===== src/rtl/ddc_mode_ctrl.sv =====
module ddc_mode_ctrl #(
  parameter int LOCK_PULSES = 128,
  parameter int SYNC_STAGES = 2
) (
  input  logic clk,
  input  logic rst_n,
  input  logic scl_async,
  input  logic vsync_async,
  input  logic addr_valid,
  input  logic soft_rst,
  output logic mode_2b,
  output logic locked
);
  localparam int CW = $clog2(LOCK_PULSES + 1);

  logic [SYNC_STAGES-1:0] scl_sy, vs_sy;
  logic                   vs_d;
  logic [CW-1:0]          cnt;

  always_ff @(posedge clk or negedge rst_n)
    if (!rst_n) begin
      scl_sy <= '1;
      vs_sy  <= '0;
      vs_d   <= 1'b0;
    end else begin
      scl_sy <= {scl_sy[SYNC_STAGES-2:0], scl_async};
      vs_sy  <= {vs_sy[SYNC_STAGES-2:0], vsync_async};
      vs_d   <= vs_sy[SYNC_STAGES-1];
    end

  wire scl_hi   = scl_sy[SYNC_STAGES-1];
  wire vs_rise  = vs_sy[SYNC_STAGES-1] & ~vs_d;
  wire clr      = ~scl_hi | addr_valid;
  wire count_en = vs_rise & scl_hi & ~addr_valid & ~locked;
  wire hit      = count_en && (cnt == CW'(LOCK_PULSES - 1));

  always_ff @(posedge clk or negedge rst_n)
    if (!rst_n) begin
      cnt     <= '0;
      locked  <= 1'b0;
      mode_2b <= 1'b0;
    end else if (soft_rst) begin
      cnt     <= '0;
      locked  <= 1'b0;
      mode_2b <= 1'b0;
    end else begin
      if (clr)                        cnt <= '0;
      else if (count_en && cnt != '1) cnt <= cnt + 1'b1;
      if (hit)                        locked <= 1'b1;
      if (!scl_hi || hit)             mode_2b <= 1'b1;
    end
endmodule



===== config.mk =====
export PLATFORM = sky130hd
export DESIGN_NAME = ddc_mode_ctrl
export DESIGN_NICKNAME = d
export VERILOG_FILES = /design/src/rtl/ddc_mode_ctrl.sv
export SDC_FILE = /design/constraint.sdc
export NUM_CORES = 1
export LEC_CHECK = 0
export ABC_AREA = 0
export BUFFER_PORTS_ARGS = -buffer_cell sky130_fd_sc_hd__buf_2
export CAP_MARGIN = 30
export CORE_AREA = 3 3 40 42
export CTS_BUF_LIST = sky130_fd_sc_hd__clkbuf_16
export DETAILED_ROUTE_END_ITERATION = 10
export DIE_AREA = 0 0 43 45
export GPL_TIMING_DRIVEN = 0
export PLACE_DENSITY = 0.69
export SYNTH_ARGS = -nofsm -noshare
export SYNTH_HDL_FRONTEND = slang
export SYNTH_SLANG_ARGS = --single-unit

===== constraint.sdc =====
create_clock -name clk -period 2.5 [get_ports clk]
set_input_delay 0.125 -clock clk [delete_from_list [all_inputs] [get_ports clk]]
set_output_delay 0.125 -clock clk [all_outputs]
set_load 0.02 [all_outputs]

# == Yosys cells after proc, flatten, opt, wreduce, memory -nomap -nowiden ==
# Index checks and enable logic that the tools add are counted.
# word_totals
regBits,15
out_inout_bits,2
word_cells,32
# op_classes
n_addsub,1
eq_ne,2
mux,7
bitwise,9
n_reduce_logical,7
# op_table
operator,n
2-to-1 mux 8 bit,3
adder 8 x 1 -> 8 bit (second input constant),1
equality test 8 x 7 -> 1 bit (second input constant),1
!= test 8 bit (second input constant),1
bitwise AND 1 bit,4
2-to-1 mux 1 bit,4
inverter 1 bit,4
nonzero test 2 bit,2
nonzero test 3 bit,1
logical AND 1 bit,2
zero test 1 bit,1
logical OR 1 bit,1
OR 1 bit,1

# == Logic depth before layout (Yosys ltp) ==
# Gate-level depths: netlist of run 1.
# logic_depth
word_depth,9
depth_mapped,6

# == Worst setup path after synthesis of run 1 ==
# Ideal clock, no wire load.
# synth_path
path_type,reg-to-reg
startpoint,reg cnt[0]
endpoint,reg cnt[3]
t_arrival_ps,1715
required_ps,2422
slack_ps,707
stages_incl_launch_ff,7
period_less_slack_ps,1793
cell_sequence,dfrtp_1 -> ha_1 -> and4_1 -> a211o_1 -> buf_4 -> or3_1 -> a21oi_1
# synth_between
elab_chain_len,4
# synth_rtl
item,line,source
from (decl),18,logic [CW-1:0] cnt;
from (signal assigned),48,else if (count_en && cnt != '1) cnt <= cnt + 1'b1;
adder 8 x 1 -> 8 bit,48,
2-to-1 mux 8 bit,48,
2-to-1 mux 8 bit,47,if (clr) cnt <= '0;
2-to-1 mux 8 bit,42,end else if (soft_rst) begin
# Parallel ways exist; a longest one is shown, timed or not. The select of a mux whose other input is x is not followed.
# A chain may end at the register's enable or synchronous reset.

# == Final worst setup path of run 1 ==
# Same ends and word-level chain as after synthesis.

==> results_dict.tcl, run 1 <==
set metrics [dict create \
    status "finished clean" \
    rsz0062_at_grt "no" \
    cpMaxStageDelayCell "dfrtp_1" \
    die_x_um 43 \
    synthTopCellsByArea "dfrtp_1 51%, dfstp_2 8.3%, a21oi_1 3.9%, or3_1 3.9%, nand3_1 3.2%" \
    diodes 0 \
    critical_path_class "reg2reg" \
    cts_buffer_depth 2 \
    worstPathCellList "ha_1, and4_1, a211o_1, buf_4, or3_1, a21oi_1" \
    netlist.top_cell.by_area "dfrtp_1" \
    grt_max_degree 16 \
    die_height_um 45 \
    cap_violations 0 \
    via_per_inst 5.682 \
    worst_slew_pin_slew_ns 0.3644 \
    startpoint_type "register" \
    hp-class "in2reg" \
    cts_resized 0 \
    fp-row-count 13 \
    clockRootBuffer "clkbuf_16" \
    power_density_mw_per_mm2 726.8 \
    antenna_found_initial 0 \
    final-seq-area_um2 377.9 \
    fin_ws_ns 0.5883 \
    rr_startpoint "cnt[0]$_DFFE_PN0P_" \
    crit_buf_inv 1 \
    crit_family "simple AND/OR/NAND/NOR gates" \
    firstDrtPassIters 4 \
    fill_cells 106 \
    totalWireLength_um 1149 \
    cts_buffers 3 \
    num_io_pins 8 \
    pre_cts_ws_ns 0.5935 \
    period_needed_ns 1.912 \
    drive_gt1_share_pct 18.57 \
    drt_iter0_markers 5 \
    skew_ns 0.002901 \
    min_period_over_period_pct 76.47 \
    tns_ns 0 \
    io_buffers 7 \
    grt_use_total_pct 15.25 \
    synthArstFlopShare_pct 100.0 \
    cp-end-kind "register" \
    avgRoutedWirePerCell_um 13.52 \
    cellLeakagePower_nw 0.3554 \
    overflow 0 \
    die_area_mm2 0.001935 \
    max_stage_delay_ns 0.41 \
    final-max-slew-violation-count 0 \
    synth_common_cells "13 x dfrtp_1, 5 x a21oi_1, 4 x nand3_1, 4 x or3_1" \
    synth_warnings 0 \
    fmax_ghz 0.5231 \
    grt_pass1_vias 453 \
    clkTransAtPathRegs_ns 0.05 \
    drc 0 \
    startpoint "cnt[0]$_DFFE_PN0P_" \
    cts_sinks 15 \
    setup_viol 0 \
    cp_num_cells 6 \
    cp_data_arrival_time_ns 2.08 \
    syn_avg_cell_area_um2 11.33 \
    reg2reg_to "cnt[3]$_DFFE_PN0P_" \
    final_hold_viol_count 0 \
    cts_tree "built" \
    multi_input_area_um2 234.0 \
    place_area_um2 688.2 \
    endpoint "cnt[3]$_DFFE_PN0P_" \
    netlist.area_leader.share_pct 51.28 \
    synth.most_common_cell "dfrtp_1" \
    h-tree-depth 1 \
    synth_fp_nets 63 \
    core_mm2 0.001285 \
    ys_seq_elements 15 \
    synth-seq-area-share_pct 59.57 \
    nets 78 \
    vdd_drop_max_mv 0.5446 \
    clk-insertion-delay-late_ns 0.24 \
    ant_nets 0 \
    grt_pass1_wl_um 2035 \
    slew_headroom_pct 75.70 \
    vias 483 \
    globalplace.congestion 0.7277 \
    start_util_pct 49.37 \
    synth_cell_types 25 \
    area_growth_pct 25.64 \
    reg2reg_depth 6 \
    synth_cells 56 \
    critPathRequiredTime_ns 2.67 \
    ys.flop_type "dfrtp_1" \
    cp_max_fo 10 \
    final_area_um2 797.0 \
    worst-r2r-setup-slack_ns 0.59 \
    synth_edf_count 0 \
    netlist_area_um2 634.4 \
]
per-stage QoR:
step	cells	hold WS [ns]	utilization (%)	total power [mW]
finish	85	0.1408	62.03	0.5793
floorplan	56	-0.1706	-	0.2634
detailed placement	78	0.04709	53.55	0.2751
CTS	85	0.1374	62.03	0.5840
global placement	78	0.03964	53.55	0.2744
global route	85	0.1692	62.03	0.5971
flip-flops by register name (all words and copies together), names as in the netlist:
name	count
cnt	8
scl_sy	2
vs_sy	2
locked	1
mode_2b	1
vs_d	1
placed cells by master (no fill, tap or decap):
master         instances
dfrtp_1               13
buf_2                  7
a21oi_1                5
nand3_1                4
inv_1                  4
or3_1                  4
o21ai_1                3
clkbuf_16              3
dlygate4sd3_1          3
nor3_1                 2
o31ai_1                2
or4_1                  2
nor2_1                 2
dfstp_2                2
nand4bb_1              1
and3_1                 1
and3b_1                1
o21a_1                 1
and4_1                 1
a211o_1                1
buf_4                  1
nand2_1                1
clkbuf_1               1
a31oi_1                1
mux2i_1                1
xor2_1                 1
o31a_1                 1
ha_1                   1
layout make-up:
| type | instances | area share, % |
|---|---|---|
| timing repair buffer | 10 | 8.163 |
| clock buffer | 3 | 9.419 |
| multi-input combinational | 36 | 29.36 |
| tap | 15 | 2.355 |
| buffer | 2 | 1.413 |
| inverter | 3 | 1.413 |
| clock inverter | 1 | 0.4710 |
| sequential | 15 | 47.41 |
worst min-delay path by stage:
stage / from / endpoint / slack (ns) / cells past startpoint
after detailed placement: rst_n / mode_2b$_DFFE_PN0P_ / 0.05 / 1
after global placement: rst_n / mode_2b$_DFFE_PN0P_ / 0.04 / 1
after global routing: soft_rst / mode_2b$_DFFE_PN0P_ / 0.17 / 3
after CTS: soft_rst / locked$_DFFE_PN0P_ / 0.14 / 3
final: soft_rst / locked$_DFFE_PN0P_ / 0.14 / 3
after floorplan: rst_n / cnt[0]$_DFFE_PN0P_ / -0.17 / 0
where the power goes:
group	internal (mW)	switching, mW	total, mW
logic	0.00997	0.0126	0.0225
registers	0.250	0.00190	0.252
clock network	0.211	0.0934	0.305
total	0.471	0.108	0.579
what timing repair did:
item,in CTS,in global routing
hold buffers,3,0
buffers inserted,0,0
hold endpoints to repair,15,0
setup endpoints to repair,0,0
worst min-delay path: cells and delay by family:
kind	cells	cell delay, ns
compound gates	1	0.09
buf+inv	2	0.14
layer usage:
layer | vias to the layer above | track usage [%] | part of all wire (%)
li1 | 234 | - | -
met1 | 233 | 18.04 | 45
met2 | 11 | 22.75 | 46
met3 | 5 | 4.781 | 5.1
met4 | 0 | 12.65 | 3.4
met5 | - | 0 | 0
cell families after synthesis:
family	Yosys count	share of synthesized area, %
xor gates and xnor gates	1	1.381
buffers and inverters	5	3.550
DFF	15	59.57
adders and majority gates	1	1.972
muxes	1	1.578
AOI/OAI and AO/OA	14	13.61
and+or+nand+nor	19	18.34
Note: power is estimated with default switching activity, not from simulation.
==> run 2, diff against run 1 <==
ABC_AREA = 1   (was 0)
CORE_AREA = unset   (was 3 3 40 42)
CORE_MARGIN = 3   (was unset)
CORE_UTILIZATION = 55   (was unset)
DIE_AREA = unset   (was 0 0 43 45)
PLACE_DENSITY = 0.76   (was 0.69)
clock period = 2 ns   (was 2.5 ns; I/O delays follow)
==> results_dict.tcl, run 2 <==
set metrics [dict create \
    hold_start "soft_rst" \
    cp-end-kind "register" \
    cts_resized 0 \
    grt_use_total_pct 19.73 \
    worstPathCellList "inv_2, nor2_4, inv_2, nor2_4, nand2_2, nand2_4, inv_4, nand2_1, nand2_1" \
    rsz0062_at_grt "no" \
    tns_ns 0 \
    final-max-slew-violation-count 0 \
    post_cts_buffers 0 \
    cap_violations 0 \
    cpMaxStageDelayCell "dfstp_2" \
    crit_family "simple AND/OR/NAND/NOR gates" \
    drive_gt1_share_pct 18.26 \
    via_per_inst 5.295 \
    ys.flop_type "dfrtp_1" \
    rr_startpoint "scl_sy[1]$_DFF_PN1_" \
    instances_no_fill 129 \
    top_register "cnt" \
    slew_headroom_pct 78.60 \
    critical_path_class "reg2reg" \
    reg2reg_depth 9 \
    io_buffers 7 \
    reg2reg_to "cnt[7]$_DFFE_PN0P_" \
    final_area_um2 938.4 \
    synthTopCellsByArea "dfrtp_1 42%, nand2_1 14%, nor2_1 7.7%, dfstp_2 6.8%, inv_1 5.8%" \
    startpoint "scl_sy[1]$_DFF_PN1_" \
    start_util_pct 63.89 \
    fill_cells 99 \
    min_period_over_period_pct 70.65 \
    placed_cells_incl_taps 122 \
    setup_viol 0 \
    synth-seq-area-share_pct 48.63 \
    cellLeakagePower_nw 0.4822 \
    num_io_pins 8 \
    clk-insertion-delay-late_ns 0.24 \
    cts_tree "built" \
    critPathRequiredTime_ns 2.13 \
    netlist_area_um2 777.0 \
    hold_ws_ns 0.1402 \
    status "finished clean" \
    grt_pass1_vias 604 \
    syn_avg_cell_area_um2 7.693 \
    netlist.top_cell.by_area "dfrtp_1" \
    ant_nets 0 \
    ctsHoldBuffers 3 \
    cp_num_cells 9 \
    h-tree-depth 1 \
    period_needed_ns 1.413 \
    grt_pass1_wl_um 2684 \
    power_density_mw_per_mm2 785.0 \
    synth_fp_nets 108 \
    globalplace.congestion 0.8681 \
    hold_path_end "locked$_DFFE_PN0P_" \
    crit_buf_inv 3 \
    synth_edf_count 0 \
    final_cell_mix "28 x nand2_1, 16 x nor2_1, 13 x inv_1, 13 x dfrtp_1, 8 x nand3_1" \
    cts_buffer_depth 2 \
    cp_max_fo 6 \
    synth_warnings 0 \
    netlist.area_leader.share_pct 41.87 \
    cts_buffers 3 \
    max_stage_delay_ns 0.52 \
    place_area_um2 829.5 \
    clkTransAtPathRegs_ns 0.05 \
    area_growth_pct 20.77 \
    firstDrtPassIters 6 \
    totalWireLength_um 1654 \
    synth_common_cells "28 x nand2_1, 16 x nor2_1, 13 x dfrtp_1, 12 x inv_1, 8 x nand3_1" \
    nets 123 \
    fp-row-count 12 \
    skew_ns 0.004307 \
    die_area_mm2 0.001900 \
    largest_reg_flops 8 \
    core_mm2 0.001216 \
    final_common_cell "nand2_1" \
    avgRoutedWirePerCell_um 12.82 \
    final_hold_viol_count 0 \
    worst-r2r-setup-slack_ns 0.59 \
    hpwlAfterDp_um 1171 \
    whs_path_depth 2 \
    synth_cells 101 \
    vdd_drop_max_mv 0.5376 \
    die_height_um 43.59 \
    grt_max_degree 16 \
    drc 0 \
    hp-class "in2reg" \
    diodes 0 \
    ys_seq_elements 15 \
    vias 683 \
    drt_iter0_markers 48 \
    die_x_um 43.59 \
    clockRootBuffer "clkbuf_16" \
    cts_sinks 15 \
    worst_slew_pin_slew_ns 0.3210 \
    synthArstFlopShare_pct 100.0 \
    cp_data_arrival_time_ns 1.54 \
    synth.most_common_cell "nand2_1" \
    synth_cell_types 17 \
    antenna_found_initial 0 \
    overflow 0 \
    startpoint_type "register" \
    fmax_ghz 0.7077 \
    reg.largest.list "cnt x8, scl_sy x2, vs_sy x2" \
]
run 2: cells by family (layout without fill, tap and decap cells):
group,Yosys count,in the layout,share of synthesized area (%)
AND/OR/NAND/NOR,64,64,38.32
flip-flops,15,15,48.63
buffers and inverters,15,29,7.569
AO/OA/AOI/OAI,6,6,3.864
adder cells (fa/ha/maj),1,1,1.610
run 2: worst max-delay path by stage:
stage                               to  slack [ns]
floorplan           cnt[2]$_DFFE_PN0P_        0.76
global placement    cnt[7]$_DFFE_PN0P_        0.64
detailed placement  cnt[4]$_DFFE_PN0P_        0.60
CTS                 cnt[4]$_DFFE_PN0P_        0.59
global route        cnt[1]$_DFFE_PN0P_        0.50
finish              cnt[7]$_DFFE_PN0P_        0.59
run 2: cell type report:
cell class | instances | area (um2) | area share (%)
sequential | 15 | 377.9 | 40.27
multi-input combinational | 71 | 340.3 | 36.27
clock buffer | 3 | 75.07 | 8.000
timing repair buffer | 10 | 65.06 | 6.933
inverter | 15 | 58.81 | 6.267
tap | 14 | 17.52 | 1.867
clock inverter | 1 | 3.754 | 0.4000
run 2: where the power goes:
part           internal [mW]  total, mW  switching, mW
Clock                  0.264      0.375          0.111
Combinational         0.0154     0.0435         0.0280
Sequential             0.314      0.318        0.00445
run 2: layer usage:
metal	track usage (%)	vias to the layer above	part of all wire, %
met5	0	-	0
met4	10.24	0	1.4
met3	4.149	4	6.4
met2	31.40	28	49
met1	24.94	309	43
li1	-	342	-
run 2: stage by stage:
| stage | util [%] | power, mW | setup WS [ns] |
|---|---|---|---|
| after floorplan | - | 0.3415 | 0.7553 |
| after global placement | 68.21 | 0.3598 | 0.6373 |
| after detailed placement | 68.21 | 0.3618 | 0.6033 |
| after CTS | 77.16 | 0.7426 | 0.5917 |
| after global routing | 77.16 | 0.7602 | 0.4971 |
| final | 77.16 | 0.7367 | 0.5870 |
